$ cat config.mk
export PLATFORM = sky130hd
export DESIGN_NAME = txm_merge
export DESIGN_NICKNAME = d
export VERILOG_FILES = /design/src/rtl/txm_pkg.sv /design/src/rtl/txm_idle_timer.sv /design/src/rtl/txm_owner.sv /design/src/rtl/txm_out_stage.sv /design/src/rtl/txm_merge.sv
export SDC_FILE = /design/constraint.sdc
export NUM_CORES = 1
export LEC_CHECK = 0
export ABC_AREA = 1
export BUFFER_PORTS_ARGS = -buffer_cell sky130_fd_sc_hd__buf_2
export CAP_MARGIN = 30
export CORE_MARGIN = 1.5
export CORE_UTILIZATION = 30
export DETAILED_ROUTE_END_ITERATION = 6
export GPL_ROUTABILITY_DRIVEN = 0
export SYNTH_ARGS = -nofsm -noshare
export SYNTH_HDL_FRONTEND = slang
export SYNTH_HIERARCHICAL = 1
export SYNTH_SLANG_ARGS = --single-unit
$ cat constraint.sdc
create_clock -name clk -period 4.4 [get_ports clk]
set_clock_uncertainty 0.1 [all_clocks]
set_input_delay 0.66 -clock clk [delete_from_list [all_inputs] [get_ports clk]]
set_output_delay 0.66 -clock clk [all_outputs]
set_load 0.005 [all_outputs]
$ cat src/rtl/txm_pkg.sv
package txm_pkg;
   typedef enum logic {
      OWN_CTRL = 1'b0,
      OWN_UNC  = 1'b1
   } owner_e;

   localparam int META_W = 16;
endpackage

$ cat src/rtl/txm_idle_timer.sv
// Counts consecutive cycles without a controlled valid beat.
module txm_idle_timer #(
   parameter int GAP = 6
) (
   input  logic clk,
   input  logic rst_n,
   input  logic c_tvalid,
   output logic gap_met
);
   localparam int CW = $clog2(GAP + 1);
   localparam logic [CW-1:0] GAP_V = CW'(GAP);

   if (GAP < 1) begin : g_bad_gap
      $error("txm_idle_timer: GAP must be at least 1");
   end

   logic [CW-1:0] quiet_q;

   always_ff @(posedge clk or negedge rst_n) begin
      if (!rst_n)               quiet_q <= '0;
      else if (c_tvalid)        quiet_q <= '0;
      else if (quiet_q != GAP_V) quiet_q <= quiet_q + 1'b1;
   end

   // previous GAP idle cycles plus the present one
   assign gap_met = !c_tvalid && (quiet_q == GAP_V);
endmodule

$ cat src/rtl/txm_owner.sv
// Ownership state: switches only between packets.
module txm_owner
   import txm_pkg::*;
(
   input  logic   clk,
   input  logic   rst_n,
   input  logic   unc_en,
   input  logic   gap_met,
   input  logic   u_tvalid,
   input  logic   c_fire,
   input  logic   u_fire,
   input  logic   beat_last,
   output owner_e owner
);
   owner_e own_q, own_n;
   logic   mid_q, mid_n;

   always_comb begin
      own_n = own_q;
      mid_n = mid_q;
      case (own_q)
         OWN_CTRL: begin
            if (c_fire)
               mid_n = !beat_last;
            else if (!mid_q && gap_met && unc_en && u_tvalid)
               own_n = OWN_UNC;
         end
         default: begin
            if (u_fire) begin
               mid_n = !beat_last;
               if (beat_last) own_n = OWN_CTRL;
            end else if (!unc_en && !mid_q) begin
               own_n = OWN_CTRL;
            end
         end
      endcase
   end

   always_ff @(posedge clk or negedge rst_n) begin
      if (!rst_n) begin
         own_q <= OWN_CTRL;
         mid_q <= 1'b0;
      end else begin
         own_q <= own_n;
         mid_q <= mid_n;
      end
   end

   assign owner = own_q;
endmodule

$ cat src/rtl/txm_out_stage.sv
// Single full-throughput register slice.
module txm_out_stage #(
   parameter int W = 64
) (
   input  logic         clk,
   input  logic         rst_n,
   input  logic         in_valid,
   input  logic [W-1:0] in_data,
   input  logic         out_ready,
   output logic         load_ok,
   output logic         out_valid,
   output logic [W-1:0] out_data
);
   assign load_ok = !out_valid || out_ready;

   always_ff @(posedge clk or negedge rst_n) begin
      if (!rst_n) begin
         out_valid <= 1'b0;
         out_data  <= '0;
      end else if (load_ok) begin
         out_valid <= in_valid;
         if (in_valid) out_data <= in_data;
      end
   end
endmodule

$ cat src/rtl/txm_merge.sv
module txm_merge
   import txm_pkg::*;
#(
   parameter int DATA_W   = 64,
   parameter int ID_W     = 4,
   parameter bit META_EN  = 1'b1,
   parameter int IDLE_GAP = 6
) (
   input  logic                clk,
   input  logic                rst_n,
   input  logic                unc_en,
   input  logic [DATA_W-1:0]   c_tdata,
   input  logic [DATA_W/8-1:0] c_tkeep,
   input  logic                c_tlast,
   input  logic [ID_W-1:0]     c_tid,
   input  logic [15:0]         c_tuser,
   input  logic                c_tvalid,
   output logic                c_tready,
   input  logic [DATA_W-1:0]   u_tdata,
   input  logic [DATA_W/8-1:0] u_tkeep,
   input  logic                u_tlast,
   input  logic [ID_W-1:0]     u_tid,
   input  logic [15:0]         u_tuser,
   input  logic                u_tvalid,
   output logic                u_tready,
   output logic [DATA_W-1:0]   m_tdata,
   output logic [DATA_W/8-1:0] m_tkeep,
   output logic                m_tlast,
   output logic [ID_W-1:0]     m_tid,
   output logic [15:0]         m_tuser,
   output logic                m_tvalid,
   input  logic                m_tready
);
   localparam int KEEP_W = DATA_W / 8;
   localparam int PW     = META_W + ID_W + 1 + KEEP_W + DATA_W;

   if (!(DATA_W == 64 || DATA_W == 128 || DATA_W == 256 || DATA_W == 512)) begin : g_bad_width
      $error("txm_merge: DATA_W must be 64, 128, 256 or 512");
   end
   if (ID_W < 1) begin : g_bad_id
      $error("txm_merge: ID_W must be at least 1");
   end

   owner_e          owner;
   logic            gap_met, load_ok, sel_valid, sel_last, c_fire, u_fire;
   logic [15:0]     c_meta, u_meta;
   logic [PW-1:0]   c_pl, u_pl, sel_pl, out_pl;

   if (META_EN) begin : g_meta
      assign c_meta = c_tuser;
      assign u_meta = u_tuser;
   end else begin : g_nometa
      assign c_meta = '0;
      assign u_meta = '0;
   end

   assign c_pl = {c_meta, c_tid, c_tlast, c_tkeep, c_tdata};
   assign u_pl = {u_meta, u_tid, u_tlast, u_tkeep, u_tdata};

   always_comb begin
      if (owner == OWN_CTRL) begin
         sel_pl    = c_pl;
         sel_valid = c_tvalid;
         sel_last  = c_tlast;
      end else begin
         sel_pl    = u_pl;
         sel_valid = u_tvalid && unc_en;
         sel_last  = u_tlast;
      end
   end

   assign c_tready = (owner == OWN_CTRL) && load_ok;
   assign u_tready = unc_en && (owner == OWN_UNC) && load_ok;
   assign c_fire   = c_tvalid && c_tready;
   assign u_fire   = u_tvalid && u_tready;

   txm_idle_timer #(.GAP(IDLE_GAP)) u_idle (
      .clk      (clk),
      .rst_n    (rst_n),
      .c_tvalid (c_tvalid),
      .gap_met  (gap_met)
   );

   txm_owner u_own (
      .clk       (clk),
      .rst_n     (rst_n),
      .unc_en    (unc_en),
      .gap_met   (gap_met),
      .u_tvalid  (u_tvalid),
      .c_fire    (c_fire),
      .u_fire    (u_fire),
      .beat_last (sel_last),
      .owner     (owner)
   );

   txm_out_stage #(.W(PW)) u_out (
      .clk       (clk),
      .rst_n     (rst_n),
      .in_valid  (sel_valid),
      .in_data   (sel_pl),
      .out_ready (m_tready),
      .load_ok   (load_ok),
      .out_valid (m_tvalid),
      .out_data  (out_pl)
   );

   assign {m_tuser, m_tid, m_tlast, m_tkeep, m_tdata} = out_pl;
endmodule

==> results of run 1 <==
critical path: stages:
cell	delay, ns
buf_2	0.07
inv_1	0.05
nand2_4	0.55
inv_1	0.22
nor2_1	0.14
buf_2	0.12
synthesized netlist by cell type:
cell type	number	area share, %
buf_6	10	2.1
buf_4	10	1.4
clkbuf_1	6	0.43
a21oi_2	1	0.17
ha_1	2	0.47
buf_2	24	2.3
nand4_1	2	0.24
inv_1	9	0.64
nand2_2	13	1.5
nand2_1	471	33
o21ai_1	1	0.094
nand3_1	98	9.3
inv_4	1	0.12
nor2_1	10	0.71
buf_8	1	0.28
dfrtp_1	99	47
inv_2	1	0.071
sequential cells by signal, summed over array words and instances, names as in the netlist:
register	flops
u_own/mid_q	1
u_own/owner	1
u_out/out_valid	1
u_out/out_data	93
u_idle/quiet_q	3
final cells by class:
type,instances,area (µm²),share of cell area (%)
flip-flops and latches,99,2480,35.1
clock buffers,10,239,3.38
inverters,11,43.8,0.619
repair buffers,294,1500,21.3
multi-input cells,598,2450,34.6
clock inverters,6,72.6,1.03
well taps,225,282,3.98
cell families (layout without fill, tap and decap cells):
logic type      Yosys count  in the layout  synth area share [%]
compound gates            2              2                 0.260
fa+ha+maj                 2              2                 0.473
buf+inv                  62            321                  7.35
flops                    99             99                  46.8
simple gates            594            594                  45.1
through the flow:
stage	instances	total power [W]	hold WS [ns]	utilization, %
after floorplan	759	0.00137	0.264	-
after global placement	1226	0.00167	0.348	39.0
after detailed placement	1227	0.00168	0.353	39.1
after CTS	1243	0.00252	0.207	40.9
after global routing	1243	0.00264	0.231	40.9
final	1243	0.00247	0.183	40.9
per-layer routing:
layer	part of all wire, %	track usage [%]
met5	0	0
met4	2.2	6.15
met3	6.8	4.21
met2	47	28.6
met1	44	21.0
report_power, final:
part / internal (W) / switching (W) / leakage, nW
Clock: 0.000463 / 0.000359 / 0.150
Sequential: 0.00105 / 0.0000726 / 1.22
Combinational: 0.000241 / 0.000292 / 2.94
worst min-delay path by stage:
stage	startpoint	slack, ns	endpoint
after floorplan	rst_n	0.26	u_idle/quiet_q[0]
after global placement	u_out/out_data[85]	0.35	u_out/out_data[85]
after detailed placement	u_out/out_data[69]	0.35	u_out/out_data[69]
after CTS	rst_n	0.21	u_out/out_data[36]
after global routing	rst_n	0.23	u_out/out_data[32]
final	rst_n	0.18	u_out/out_data[32]
==> impl_metrics.toml, run 1 <==
[synth]
ys_ff_latch = 99
syn-num-nets = 953
netlist_instances = 759
syn-cell-area_um2 = 5300
seq_area_frac_synth_pct = 46.8
yosys_warnings = 6
avgSynthCellArea_um2 = 6.98
yosysUniqueCellTypes = 17

[clock_network]
root_buffer = "clkbuf_16"
cts_setup_buffers = 0
clk_pin_slew_ns = 0.07
cts_tree = "done"
h-tree-depth = 3
clock_sinks = 99
holdBufCountCts = 0
cts_buffer_depth = 2
numCtsBuffers = 9
insertion_delay_ns = 0.35
post_cts_resized = 0

[global_route]
grt-ovfl-total = 0
grt_pass1_wl_um = 24700
grt_antenna_before_repair = 0
grt_start_max_net_pins = 94
grt_util_all_layers_pct = 17.0
grt_pass1_vias = 5002

[pwr]
powerDensity_nw_per_um2 = 350
irDropWorstVdd_mv = 0.205
leakage_nw = 4.30

[status]
outcome = "finished, final reports clean"

[setup_path]
required_ns = 3.64
r2r_end = "u_out/out_data[54]"
worstPathMaxFanout = 74
reg2regPathDepth = 5
worstReg2RegStart = "u_own/owner"
crit_path_start = "m_tready"
cp_data_arrival_time_ns = 1.88
path_class = "input pin to primary output"
reg2reg_slack_ns = 1.97
cp-start-kind = "input pin"
worst_setup_path_end_kind = "primary output"
cp-endpoint = "u_tready"

[drt]
wire_per_inst_um = 12.4
routed_wl_um = 15500
drtIter0Drc = 225
vias = 5437
drc_errors = 0
vias_per_cell = 4.37
ant_nets = 0
drtPass1Iterations = 6

[final_layout]
n_antenna_cell = 0
stdcell_area_um2 = 7070
final_common_cell = "nand2_1"
mostFrequentLayoutCells = "469 x nand2_1, 286 x buf_2, 98 x nand3_1, 98 x dfrtp_1, 12 x nand2_2"
final_nets = 1207
drive_gt1_share_pct = 32.3
n_fill_cell = 1897
synthToLayoutAreaGrowth_pct = 33.5

[die]
fp.dieW_um = 136
rows = 48
pin_count = 288
start_util_pct = 30.6
dieArea_um2 = 18500
die_y_um = 136
core_area_um2 = 17300

[run]
cap_violations = 0

[worst_hold_path]
min_path_type = "input pin to asynchronous set/reset pin"

[timing]
hold_viol_final = 0
worst_slew_pin_slew_ns = 0.943
max_freq_mhz = 378
fin_crit_sh_pct = 60.1
setup-tns-final_ns = 0
period_needed_ns = 2.64
rsz0062_at_grt = "no"
setup_viol_count_final = 0
slew_headroom_pct = 37.1
layout_setup_ws_ns = 1.76
slew_viol_final = 0

[placement]
dp_hpwl_um = 10900
port_buffers = 287
dp_slack_ns = 1.76
dpl_cell_area_um2 = 6760
Note: power is estimated with default switching activity, not from simulation.
==> run 2, diff against run 1 <==
==> constraint.sdc (replaced) <==
create_clock -name clk -period 2.4 [get_ports clk]
set_clock_uncertainty 0.1 [all_clocks]
set_input_delay 0.36 -clock clk [delete_from_list [all_inputs] [get_ports clk]]
set_output_delay 0.36 -clock clk [all_outputs]
set_load 0.005 [all_outputs]
==> run 2 against run 1 <==
  * Clock power rose by 91%
  * Register-to-register slack got worse by 1.2 ns
  * Cell area rose by 1.4%
  * Critical path depth fell by 2
  * First-iteration DRC count rose by 5.3%
  * Sequential share of layout area fell by 0.47 points
  * Die area did not move
  * Total power rose by 87%
  * Combinational power rose by 87%
  * Sequential power rose by 83%
  * Routed wire length rose by 0.92%
  * Clock-buffer cell count rose by 1
  * Critical endpoint unchanged
==> impl_metrics.toml, run 2 (same netlist as run 1, synthesis figures left out) <==
[timing]
slew_viol_final = 0
setup_viol_count_final = 0
slew_headroom_pct = 62.3
rsz0062_at_grt = "no"
whs_ns = 0.239
setup-tns-final_ns = 0
fin_crit_sh_pct = 79.3
max_freq_mhz = 526
layout_setup_ws_ns = 0.497
worst_slew_pin_slew_ns = 0.565
period_needed_ns = 1.90
hold_viol_final = 0

[final_layout]
top_regs = "u_out/out_data: 93 flops, u_idle/quiet_q: 3 flops"
drive_gt1_share_pct = 32.4
final_nets = 1212
synthToLayoutAreaGrowth_pct = 35.3
mostFrequentLayoutCells = "469 x nand2_1, 286 x buf_2, 98 x nand3_1, 98 x dfrtp_1, 12 x nand2_2"
final_common_cell = "nand2_1"
n_antenna_cell = 0
fin_cells = 1247
largest-register = "u_out/out_data"
largest_reg_flops = 93
final_util_pct = 41.4
n_fill_cell = 1823

[setup_path]
worst_setup_path_end_kind = "primary output"
crit_chain = "buf_4, nand2_1, nor2_1, buf_2"
crit_buf_inv = 2
crit_family = "buffers and inverters"
cp-start-kind = "flip-flop"
cp_data_arrival_time_ns = 1.44
required_ns = 1.94
worstPathMaxFanout = 42
cp_slowest_cell = "dfrtp_4"
path_class = "flip-flop to primary output"
critical-path-max-stage-delay_ns = 0.44

[worst_hold_path]
min_path_type = "input pin to flip-flop"

[drt]
drc_errors = 0
drtIter0Drc = 237
vias = 5495
ant_nets = 0
routed_wl_um = 15600
vias_per_cell = 4.41
drtPass1Iterations = 4
wire_per_inst_um = 12.5

[global_route]
grt-ovfl-total = 0
grt_pass1_wl_um = 24600
grt_antenna_before_repair = 0
grt_util_all_layers_pct = 16.7
grt_start_max_net_pins = 95
grt_pass1_vias = 5019

[die]
fp.dieW_um = 136
dieArea_um2 = 18500
start_util_pct = 30.6
pin_count = 288
die_y_um = 136
core_area_um2 = 17300
rows = 48

[pwr]
powerDensity_nw_per_um2 = 644
irDropWorstVdd_mv = 0.310
leakage_nw = 4.35

[clock_network]
cts_setup_buffers = 0
h-tree-depth = 3
numCtsBuffers = 9
insertion_delay_ns = 0.34
clk_pin_slew_ns = 0.07
clock_sinks = 99
cts_buffer_depth = 2
root_buffer = "clkbuf_16"
cts_tree = "done"

[status]
outcome = "finished, final reports clean"

[placement]
port_buffers = 287
dp_hpwl_um = 11000
dp_slack_ns = 0.761
placed_cells = 1231

[run]
cap_violations = 0
run 2: changes by cell type in the layout (fill, tap and decap cells not counted), sizes merged:
cell and change:
clkinv -2, bufinv +1, clkinvlp +1, clkbuf +1, dlygate4sd3 +1, inv -2, buf +4
run 2: area by class of cell:
| cell class | count | area [µm²] | area share (%) |
|---|---|---|---|
| multi-input cells | 598 | 2450 | 34.2 |
| clock buffers | 11 | 243 | 3.39 |
| inverters | 11 | 43.8 | 0.611 |
| well taps | 225 | 282 | 3.93 |
| clock inverters | 4 | 75.1 | 1.05 |
| flip-flops and latches | 99 | 2480 | 34.6 |
| repair buffers | 299 | 1590 | 22.2 |
run 2: worst reg2reg max path, stage by stage, from the launching register on:
cell and delay [ns]:
dfrtp_4 0.50, inv_4 0.07, nand2_1 0.09, nand2_4 0.12
buf_4 0.43, nand3_1 0.19, nand2_1 0.09
run 2: power breakdown:
| part | leakage [nW] | internal (W) | switching, W | total (W) |
|---|---|---|---|---|
| Combinational | 2.98 | 0.000457 | 0.000541 | 0.000997 |
| Sequential | 1.22 | 0.00192 | 0.000131 | 0.00205 |
| Clock | 0.148 | 0.000938 | 0.000630 | 0.00157 |
run 2: final timing paths:
| kind | from | endpoint | slack, ns | cells past startpoint |
|---|---|---|---|---|
| min in group asynchronous | rst_n | u_out/out_data[32] | 0.42 | 2 |
| min reg2reg | u_out/out_data[76] | u_out/out_data[76] | 0.36 | 2 |
| max in group asynchronous | rst_n | u_idle/quiet_q[0] | 1.18 | 3 |
| max reg2reg | u_own/owner | u_out/out_data[41] | 0.75 | 6 |
| min | c_tkeep[4] | u_out/out_data[68] | 0.24 | 5 |
| max | u_own/owner | u_tready | 0.50 | 4 |
run 2: what timing repair did:
item	CTS	global route
hold buffers	1	0
gates resized for setup	0	0
hold endpoints to repair	34	0
run 2: through the flow:
stage	power [W]	area, µm²
floorplan	0.00252	5300
detailed placement	0.00310	6840
global placement	0.00308	6840
global route	0.00490	7170
finish	0.00462	7170
CTS	0.00470	7170
run 2: metal layers:
metal / wire length, µm / GRT usage [%] / vias to the layer above
met4: 418 / 6.80 / 0
met5: 0 / 0 / -
met3: 1020 / 3.50 / 28
li1: - / - / 2854
met2: 7420 / 28.1 / 195
met1: 6750 / 20.9 / 2418
